`config.mk`:
```
export PLATFORM = sky130hd
export DESIGN_NAME = strt_resv_ctrl
export DESIGN_NICKNAME = d
export VERILOG_FILES = /design/src/rtl/srv_pkg.sv /design/src/rtl/srv_bus_track.sv /design/src/rtl/srv_wait_timer.sv /design/src/rtl/srv_req_arb.sv /design/src/rtl/strt_resv_ctrl.sv
export SDC_FILE = /design/constraint.sdc
export NUM_CORES = 1
export LEC_CHECK = 0
export ABC_AREA = 0
export BUFFER_PORTS_ARGS = -buffer_cell sky130_fd_sc_hd__buf_2
export CORE_AREA = 2 2 39 41
export DETAILED_ROUTE_END_ITERATION = 16
export DIE_AREA = 0 0 41 43
export GPL_ROUTABILITY_DRIVEN = 0
export GPL_TIMING_DRIVEN = 0
export PLACE_DENSITY_LB_ADDON = 0.1
export SYNTH_ARGS = -nofsm -noshare
export SYNTH_HDL_FRONTEND = slang
export SYNTH_HIERARCHICAL = 1
export SYNTH_SLANG_ARGS = --single-unit
```
`constraint.sdc`:
```
create_clock -name clk -period 2.3 [get_ports clk]
set_input_delay 0.23 -clock clk [delete_from_list [all_inputs] [get_ports clk]]
set_output_delay 0.23 -clock clk [all_outputs]
set_load 0.03 [all_outputs]
```
`src/rtl/srv_pkg.sv`:
```
package srv_pkg;

    localparam int CNT_W  = 7;
    localparam int MODE_W = 3;

    typedef logic [CNT_W-1:0]  cnt_t;
    typedef logic [MODE_W-1:0] mode_t;

    typedef struct packed {
        logic start;
        logic stop;
        logic arb_idle;
        logic ext_rel;
    } bus_evt_t;

    // Settling wait, in clocks, for each clock-mode code
    function automatic cnt_t wait_len(input mode_t code);
        cnt_t n;
        case (code)
            3'd0:    n = cnt_t'(26);
            3'd1:    n = cnt_t'(46);
            3'd2:    n = cnt_t'(92);
            3'd3:    n = cnt_t'(37);
            3'd4:    n = cnt_t'(16);
            3'd5:    n = cnt_t'(32);
            default: n = cnt_t'(13);
        endcase
        return n;
    endfunction

    function automatic logic is_release(input bus_evt_t e);
        return e.stop | e.arb_idle | e.ext_rel;
    endfunction

endpackage

```
`src/rtl/srv_bus_track.sv`:
```
module srv_bus_track
    import srv_pkg::*;
(
    input  logic     clk,
    input  logic     rst,
    input  bus_evt_t evt,
    input  logic     own_start,
    input  logic     stop_ie,
    output logic     busy,
    output logic     released,
    output logic     irq
);

    assign released = is_release(evt);

    always_ff @(posedge clk) begin
        if (rst) begin
            busy <= 1'b0;
            irq  <= 1'b0;
        end else begin
            if (evt.start || own_start)
                busy <= 1'b1;
            else if (released)
                busy <= 1'b0;
            irq <= evt.stop & stop_ie;
        end
    end

    a_r6_start_sets_busy: assert property (@(posedge clk) disable iff (rst)
        evt.start |=> busy);
    a_r5_release_frees: assert property (@(posedge clk) disable iff (rst)
        (released && !evt.start && !own_start) |=> !busy);
    a_r10_irq_follows_stop: assert property (@(posedge clk) disable iff (rst)
        (evt.stop && stop_ie) |=> irq);
    a_r10_irq_quiet: assert property (@(posedge clk) disable iff (rst)
        !(evt.stop && stop_ie) |=> !irq);

endmodule

```
`src/rtl/srv_wait_timer.sv`:
```
module srv_wait_timer
    import srv_pkg::*;
(
    input  logic  clk,
    input  logic  rst,
    input  logic  load,
    input  mode_t mode,
    output logic  done
);

    cnt_t cnt;

    always_ff @(posedge clk) begin
        if (rst)
            cnt <= '0;
        else if (load)
            cnt <= wait_len(mode);
        else if (cnt != '0)
            cnt <= cnt - cnt_t'(1);
    end

    assign done = (cnt == '0);

    a_r7_load_clears_done: assert property (@(posedge clk) disable iff (rst)
        load |=> !done);
    a_r7_done_sticks: assert property (@(posedge clk) disable iff (rst)
        (done && !load) |=> done);

endmodule

```
`src/rtl/srv_req_arb.sv`:
```
module srv_req_arb
    import srv_pkg::*;
(
    input  logic clk,
    input  logic rst,
    input  logic req_set,
    input  logic req_clr,
    input  logic busy,
    input  logic released,
    output logic accept,
    output logic start_nxt,
    output logic gen_start,
    output logic resv_pend,
    output logic master_flag
);

    logic direct, fire, to_resv;

    always_comb begin
        accept    = req_set & ~req_clr & ~resv_pend;
        direct    = accept & ~busy;
        to_resv   = accept & busy;
        fire      = resv_pend & ~busy & ~req_clr;
        start_nxt = direct | fire;
    end

    always_ff @(posedge clk) begin
        if (rst) begin
            gen_start   <= 1'b0;
            resv_pend   <= 1'b0;
            master_flag <= 1'b0;
        end else begin
            gen_start <= start_nxt;
            if (to_resv)
                resv_pend <= 1'b1;
            else if (fire || req_clr)
                resv_pend <= 1'b0;
            if (start_nxt)
                master_flag <= 1'b1;
            else if (to_resv || released)
                master_flag <= 1'b0;
        end
    end

    a_r2_direct_start: assert property (@(posedge clk) disable iff (rst)
        (accept && !busy) |=> (gen_start && master_flag));
    a_r3_reserve_when_busy: assert property (@(posedge clk) disable iff (rst)
        (accept && busy) |=> (!gen_start && resv_pend && !master_flag));
    a_r4_reservation_fires: assert property (@(posedge clk) disable iff (rst)
        (resv_pend && !busy && !req_clr) |=> (gen_start && !resv_pend));
    a_r9_single_pulse: assert property (@(posedge clk) disable iff (rst)
        gen_start |=> !gen_start);
    a_r8_cancel: assert property (@(posedge clk) disable iff (rst)
        req_clr |=> !resv_pend);

endmodule

```
`src/rtl/strt_resv_ctrl.sv`:
```
module strt_resv_ctrl
    import srv_pkg::*;
(
    input  logic       clk,
    input  logic       rst,
    input  logic       req_set,
    input  logic       req_clr,
    input  logic [2:0] clk_mode,
    input  logic       stop_ie,
    input  logic       start_det,
    input  logic       stop_det,
    input  logic       arb_idle,
    input  logic       ext_rel,
    output logic       gen_start,
    output logic       master_flag,
    output logic       resv_pend,
    output logic       bus_busy,
    output logic       wait_done,
    output logic       irq
);

    bus_evt_t evt;
    logic     released, accept, start_nxt;

    assign evt = '{start: start_det, stop: stop_det,
                   arb_idle: arb_idle, ext_rel: ext_rel};

    srv_bus_track u_bus (
        .clk       (clk),
        .rst       (rst),
        .evt       (evt),
        .own_start (start_nxt),
        .stop_ie   (stop_ie),
        .busy      (bus_busy),
        .released  (released),
        .irq       (irq)
    );

    srv_req_arb u_arb (
        .clk         (clk),
        .rst         (rst),
        .req_set     (req_set),
        .req_clr     (req_clr),
        .busy        (bus_busy),
        .released    (released),
        .accept      (accept),
        .start_nxt   (start_nxt),
        .gen_start   (gen_start),
        .resv_pend   (resv_pend),
        .master_flag (master_flag)
    );

    srv_wait_timer u_tmr (
        .clk  (clk),
        .rst  (rst),
        .load (accept),
        .mode (mode_t'(clk_mode)),
        .done (wait_done)
    );

    a_r11_no_start_from_busy_resv: assert property (@(posedge clk) disable iff (rst)
        (resv_pend && bus_busy) |=> !gen_start);

endmodule

```
==> flow_summary_export.csv, run 1 <==
group,metric,value,unit
synthesis,synth_compound_area_share,16.89,%
finish,final-seq-area,240.2,sq um
power_and_ir_drop,internal_power,604.0,uW
die,chipWidth,41,um
clocking,root_buffer,"clkbuf_4",
min_path,min_path_cells,2,
placement,post-dp-hpwl,930.1,um
clocking,post-cts-setup-buffers,0,
global_routing,grt_max_degree,15,
global_routing,met3_usage,3.141,%
flow_run,max-cap-violations,0,
placement,place_area,764.5,sq um
worst_setup_path,reg2reg_slack,0.74,ns
finish,antenna_cells,0,
global_routing,antenna_found_initial,0,
worst_setup_path,crit_arrival,1.41,ns
routing,dr.pass1.iters,4,
power_and_ir_drop,pwr-share-comb,49.9,%
synthesis,synth_nets,83,
synthesis,synth_area,659.4,sq um
sta,timing.fmax,610.0,MHz
placement,io_buffer_count,17,
routing,drc,0,
synthesis,yosysWarnings,6,
synthesis,yosys-mux-area-fraction,4.934,%
synthesis,synth_area_per_cell,9.556,sq um
power_and_ir_drop,power_density,1185,nW/um^2
die,num_io_pins,18,
finish,nFillCells,137,
sta,worst_pin_slew,0.4350,ns
global_routing,met2_usage,26.56,%
global_routing,grt-ovfl-total,0,
finish,final_design_area_no_fill,800.8,sq um
die,num_rows,14,
finish,drive_above_1_share,36.67,%
finish,layout_common_cells,"buf_2, dfxtp_1, a21oi_1, nor2_1",
clocking,cts_tree,"built",
synthesis,synth_xor_area_share,3.985,%
worst_setup_path,cp-end-kind,"output port",
clocking,cts.sinks,12,
worst_setup_path,cp-startpoint,"u_tmr/cnt[0]",
global_routing,gr-max-usage-layer,"met2",
synthesis,syn-instance-count,69,
die,die_area,1763,sq um
clocking,clkTransAtPathRegs,0.08,ns
power_and_ir_drop,pwr-share-seq,32.7,%
worst_setup_path,r2r_start,"u_tmr/cnt[0]",
finish,area_delta_synth_final,21.44,%
global_routing,grt_pass1_wl,2063,um
power_and_ir_drop,swShare,36.32,%
power_and_ir_drop,p_clk_share,17.5,%
power_and_ir_drop,vdd_drop_max,0.5218,mV
clocking,insertion_delay,0.27,ns
sta,maxSlewHeadroom,71.00,%
synthesis,synth.area.top_cells,"dfxtp_1, xnor2_1, ha_1",
routing,vias,534,
worst_setup_path,critPathMaxFanout,7,
min_path,min_to,"u_arb/resv_pend",
sta,finalSetupViolCount,0,
sta,finClkSkew,0.006480,ns
worst_setup_path,start_kind,"register",
finish,fin_cells,106,
sta,tns,0,ns
placement,post-place-cells,102,
clocking,cts_buffers,3,
synthesis,synthSimpleGateAreaFrac,29.98,%
synthesis,synth_top_area_share,36.43,%
finish,final_common_cell,"buf_2",
worst_setup_path,path_class,"register to output port",
global_routing,track_usage,17.51,%
synthesis,synth_top_family_by_area,"simple AND/OR/NAND/NOR gates",
outcome,status,"finished clean",
clocking,htreeDepth,1,
routing,drt-vias-per-instance,5.038,
synthesis,yosysTopAreaCell,"dfxtp_1",
synthesis,synthAdderAreaFrac,3.795,%
worst_setup_path,cp.required,2.07,ns
synthesis,yosysSeqAreaShare,36.43,%
routing,drt_iter0_markers,2,
die,start_util,47.65,%
synthesis,ys_ff_latch,12,
sta,post-route-min-period,1.639,ns
clocking,cts_hold_buffers,0,
min_path,hold_start,"req_clr",
power_and_ir_drop,leakage,0.3391,nW
power_and_ir_drop,switchingPower,344.6,uW
worst_setup_path,reg2reg_to,"u_tmr/cnt[6]",
synthesis,synth_cell_types,36,
routing,drt.antenna.violating_nets,0,
routing,wl,1233,um
sta,period_share,71.28,%
clocking,clock_path_buffers,2,
finish,multiInputGateArea,392.9,sq um
sta,whs,0.1818,ns
finish,fin_util,57.87,%
min_path,hold_path.class,"primary input to register",
die,fp.dieH,43,um
sta,rsz0062_at_grt,"false",
die,core_area,1384,sq um
clocking,post_cts_resized,0,
finish,fin_nets,105,
global_routing,met1_usage,21.12,%
sta,slew_violations,0,
routing,wl_per_cell,11.63,um
sta,final-hold-violation-count,0,
global_routing,grt_pass1_vias,512,
worst_setup_path,ff2ff_path_depth,6,
cell usage after synthesis, drive strengths merged:
cell type	n
dfxtp	12
nor2	5
a21oi	4
or3	4
inv	3
nand2	3
nor3b	3
xnor2	3
ha	2
mux2	2
nand2b	2
nor2b	2
nor3	2
o21a	2
o22ai	2
o31a	2
a211oi	1
a31oi	1
and3b	1
and4b	1
buf	1
clkbuf	1
mux2i	1
nand3	1
nand3b	1
nor4	1
nor4b	1
o211ai	1
o21ai	1
o32ai	1
or2	1
or4b	1
layout make-up:
type / count / share of cell area [%]
clock buffers: 4 / 4.531
well taps: 16 / 2.500
flip-flops and latches: 12 / 30.00
repair buffers: 17 / 10.62
multi-input cells: 52 / 49.06
inverters: 3 / 1.406
plain buffers: 2 / 1.875
per-layer routing:
layer | up-vias | share of wire, %
met5 | - | 0
met4 | 0 | 0.81
met3 | 2 | 3.7
met2 | 12 | 49
met1 | 226 | 46
li1 | 294 | -
power groups by stage:
stage	Sequential, mW	Clock (mW)	Combinational [mW]
floorplan	0.315	0	0.378
global placement	0.314	0	0.467
detailed placement	0.316	0	0.473
CTS	0.311	0.172	0.478
global route	0.320	0.182	0.529
finish	0.310	0.166	0.473
sequential cells by signal, indices dropped and copies added (netlist names):
register,flops
u_tmr/cnt,7
u_bus/irq,1
u_arb/gen_start,1
u_arb/resv_pend,1
u_arb/master_flag,1
u_bus/busy,1
worst max path at each step:
stage | endpoint | slack [ns] | cells past startpoint
after global routing | wait_done | 0.52 | 5
final | wait_done | 0.66 | 5
after CTS | wait_done | 0.63 | 5
after detailed placement | u_tmr/cnt[6] | 0.74 | 6
after global placement | u_tmr/cnt[6] | 0.73 | 6
after floorplan | u_tmr/cnt[6] | 0.86 | 6
metrics by stage:
| stage | setup WS, ns | power [mW] |
|---|---|---|
| 5_1_grt | 0.5241 | 1.030 |
| 4_1_cts | 0.6272 | 0.9611 |
| 2_1_floorplan | 0.8630 | 0.6929 |
| 3_3_place_gp | 0.7334 | 0.7819 |
| 6_report | 0.6606 | 0.9486 |
| 3_5_place_dp | 0.7395 | 0.7884 |
kinds of logic (layout without fill, tap and decap cells):
kind of cell,after synthesis,in the layout
AOI/OAI and AO/OA,15,15
xor gates and xnor gates,3,3
adders and majority gates,2,2
buffers and inverters,5,26
DFF,12,12
muxes,3,3
and+or+nand+nor,29,29
critical path, stage by stage, from the launching register on:
cell and delay (ns):
dfxtp_1 0.31, inv_1 0.10, ha_1 0.19, and4b_1 0.21, buf_6 0.13, buf_2 0.19
Note: power is estimated with default switching activity, not from simulation.
==> inputs of run 2 (changes only) <==
--- a/config.mk
+++ b/config.mk
@@ -5,11 +5,11 @@
 export SDC_FILE = /design/constraint.sdc
 export NUM_CORES = 1
 export LEC_CHECK = 0
-export ABC_AREA = 0
+export ABC_AREA = 1
 export BUFFER_PORTS_ARGS = -buffer_cell sky130_fd_sc_hd__buf_2
-export CORE_AREA = 2 2 39 41
+export CORE_AREA = 2 2 42 44
 export DETAILED_ROUTE_END_ITERATION = 16
-export DIE_AREA = 0 0 41 43
+export DIE_AREA = 0 0 44 46
 export GPL_ROUTABILITY_DRIVEN = 0
 export GPL_TIMING_DRIVEN = 0
 export PLACE_DENSITY_LB_ADDON = 0.1
==> constraint.sdc (replaced) <==
create_clock -name clk -period 1.7 [get_ports clk]
set_input_delay 0.17 -clock clk [delete_from_list [all_inputs] [get_ports clk]]
set_output_delay 0.17 -clock clk [all_outputs]
set_load 0.03 [all_outputs]
==> run 2 against run 1 <==
Register-to-register slack lost 0.40 ns. Clock skew shrank 0.0053 ns. Flip-flop and latch count is the same. Largest cell class unchanged. Highest routed layer unchanged. Combinational power grew 74%. Critical endpoint unchanged.
==> flow_summary_export.csv, run 2 <==
group,metric,value,unit
outcome,status,"finished clean",
global_routing,grt_max_degree,11,
synthesis,ys_async_sr_fraction,0,%
routing,drt.antenna.violating_nets,0,
worst_setup_path,cp_cell_sequence,"inv_1 -> ha_1 -> nand2_1 -> nor2_4 -> buf_2",
clocking,cts_tree,"built",
routing,drt-vias-per-instance,4.856,
synthesis,yosysSeqAreaShare,31.42,%
sta,timing.fmax,653.0,MHz
finish,area_delta_synth_final,18.66,%
routing,wl,1508,um
routing,dr.pass1.iters,4,
global_routing,grt_pass1_vias,630,
sta,final-hold-violation-count,0,
clocking,post-cts-setup-buffers,0,
synthesis,yosysTopAreaCell,"dfxtp_1",
clocking,cts.sinks,12,
placement,post-place-cells,149,
worst_setup_path,cp.required,1.53,ns
sta,post-route-min-period,1.531,ns
synthesis,ys.flop_type,"dfxtp_1",
routing,vias,743,
sta,maxSlewHeadroom,82.94,%
sta,whs,0.1208,ns
finish,regMostFlops,"u_tmr/cnt",
finish,antenna_cells,0,
global_routing,antenna_found_initial,0,
synthesis,synth_area_per_cell,6.648,sq um
sta,worst_pin_slew,0.2532,ns
worst_setup_path,critPathBufInv,2,
finish,final_common_cell,"nand2_1",
finish,nFillCells,172,
sta,rsz0062_at_grt,"false",
worst_setup_path,cp-startpoint,"u_tmr/cnt[0]",
placement,pre_cts_ws,0.3434,ns
routing,wl_per_cell,9.856,um
synthesis,syn-instance-count,115,
die,fp.dieH,46,um
finish,final_design_area_no_fill,907.1,sq um
worst_setup_path,start_kind,"register",
synthesis,synth_cell_types,23,
min_path,hold_path.class,"primary input to register",
die,chipWidth,44,um
sta,fin_ws,0.1687,ns
worst_setup_path,cp.depth,5,
worst_setup_path,critPathMaxFanout,6,
routing,drc,0,
synthesis,synthTopCellsByCount,"nand2_1, nor2_1, inv_1",
die,num_io_pins,18,
sta,tns,0,ns
clocking,post_cts_resized,0,
synthesis,synth_nets,129,
finish,fin_util,56.20,%
finish,largest_reg_flops,7,
placement,place_area,870.8,sq um
die,die_area,2024,sq um
clocking,htreeDepth,1,
finish,drive_above_1_share,27.21,%
sta,period_share,90.08,%
clocking,cts_hold_buffers,0,
synthesis,synth_area,764.5,sq um
synthesis,synth_edf_count,0,
synthesis,yosysWarnings,6,
power_and_ir_drop,leakage,0.4884,nW
clocking,clock_path_buffers,2,
finish,fin_nets,151,
clocking,insertion_delay,0.27,ns
synthesis,synth.area.top_cells,"dfxtp_1, nand2_1, nor2_1",
power_and_ir_drop,power_density,1658,nW/um^2
global_routing,track_usage,17.75,%
clocking,clkTransAtPathRegs,0.08,ns
sta,finClkSkew,0.001193,ns
clocking,root_buffer,"clkbuf_4",
die,num_rows,15,
global_routing,grt-ovfl-total,0,
die,start_util,47.36,%
flow_run,max-cap-violations,0,
placement,post-dp-hpwl,1174,um
power_and_ir_drop,vdd_drop_max,0.7533,mV
power_and_ir_drop,p_total,1.504,mW
worst_setup_path,reg2reg_to,"u_tmr/cnt[5]",
finish,fin_cells,153,
worst_setup_path,path_class,"register to output port",
worst_setup_path,worst_path_dominant_cell_family,"buffers and inverters",
worst_setup_path,max_stage_delay,0.34,ns
die,core_area,1614,sq um
worst_setup_path,cp-endpoint,"wait_done",
synthesis,synth_top_area_share,31.42,%
global_routing,grt_pass1_wl,2615,um
worst_setup_path,critPathSlowestCell,"dfxtp_1",
synthesis,post-synth-top-count-cell,"nand2_1",
synthesis,ys_ff_latch,12,
placement,io_buffer_count,17,
sta,slew_violations,0,
routing,drt_iter0_markers,11,
worst_setup_path,ff2ff_path_depth,9,
worst_setup_path,reg2reg_slack,0.34,ns
worst_setup_path,cp-end-kind,"output port",
worst_setup_path,r2r_start,"u_tmr/cnt[0]",
worst_setup_path,crit_arrival,1.36,ns
finish,layout_common_cells,"nand2_1, nor2_1, buf_2",
clocking,cts_buffers,3,
sta,finalSetupViolCount,0,
## run 2: cell count changes in the layout (fill, tap and decap cells not counted), moves of 3 or more
cell and delta:
nand2_1 +24, nor2_1 +15, inv_1 +14, nand3_1 +7, nor2_4 +4, nand3_2 +3, or3_1 -3, xnor2_1 -3
## run 2: power breakdown
part / leakage, nW / internal [mW] / switching (mW) / total [mW]
Clock: 0.0210 / 0.130 / 0.0965 / 0.227
Combinational: 0.368 / 0.314 / 0.507 / 0.821
Sequential: 0.0991 / 0.365 / 0.0914 / 0.456
Total: 0.488 / 0.808 / 0.695 / 1.50
## run 2: cell families after synthesis
| family | share of synthesized area [%] |
|---|---|
| compound gates | 9.821 |
| xor+xnor | 1.146 |
| fa+ha+maj | 3.273 |
| buf+inv | 9.491 |
| flops | 31.42 |
| simple gates | 44.84 |
## run 2: worst min path at each step
| stage | startpoint | to | depth (start not counted) |
|---|---|---|---|
| 4_1_cts | stop_ie | u_bus/irq | 3 |
| 3_5_place_dp | stop_ie | u_bus/irq | 3 |
| 2_1_floorplan | rst | u_bus/busy | 1 |
| 3_3_place_gp | stop_ie | u_bus/irq | 3 |
| 6_report | stop_ie | u_bus/irq | 3 |
| 5_1_grt | stop_ie | u_bus/irq | 3 |
## run 2: worst min-delay path: cells and delay by family
family                 cells  cell delay [ns]
buffers and inverters      1             0.09
and+or+nand+nor            2             0.08
## run 2: layer usage
layer  global-route usage [%]  wire, um
met4                    9.091        13
met3                    2.381        77
met5                        0         0
met1                    22.67       652
met2                    29.12       765
## run 2: area by class of cell
class,instances,area [sq um],area share [%]
buffer,1,5.005,0.5517
clock buffer,4,36.28,4.000
inverter,18,67.56,7.448
multi-input combinational,84,451.7,49.79
sequential,12,240.2,26.48
tap,17,21.27,2.345
timing repair buffer,17,85.08,9.379
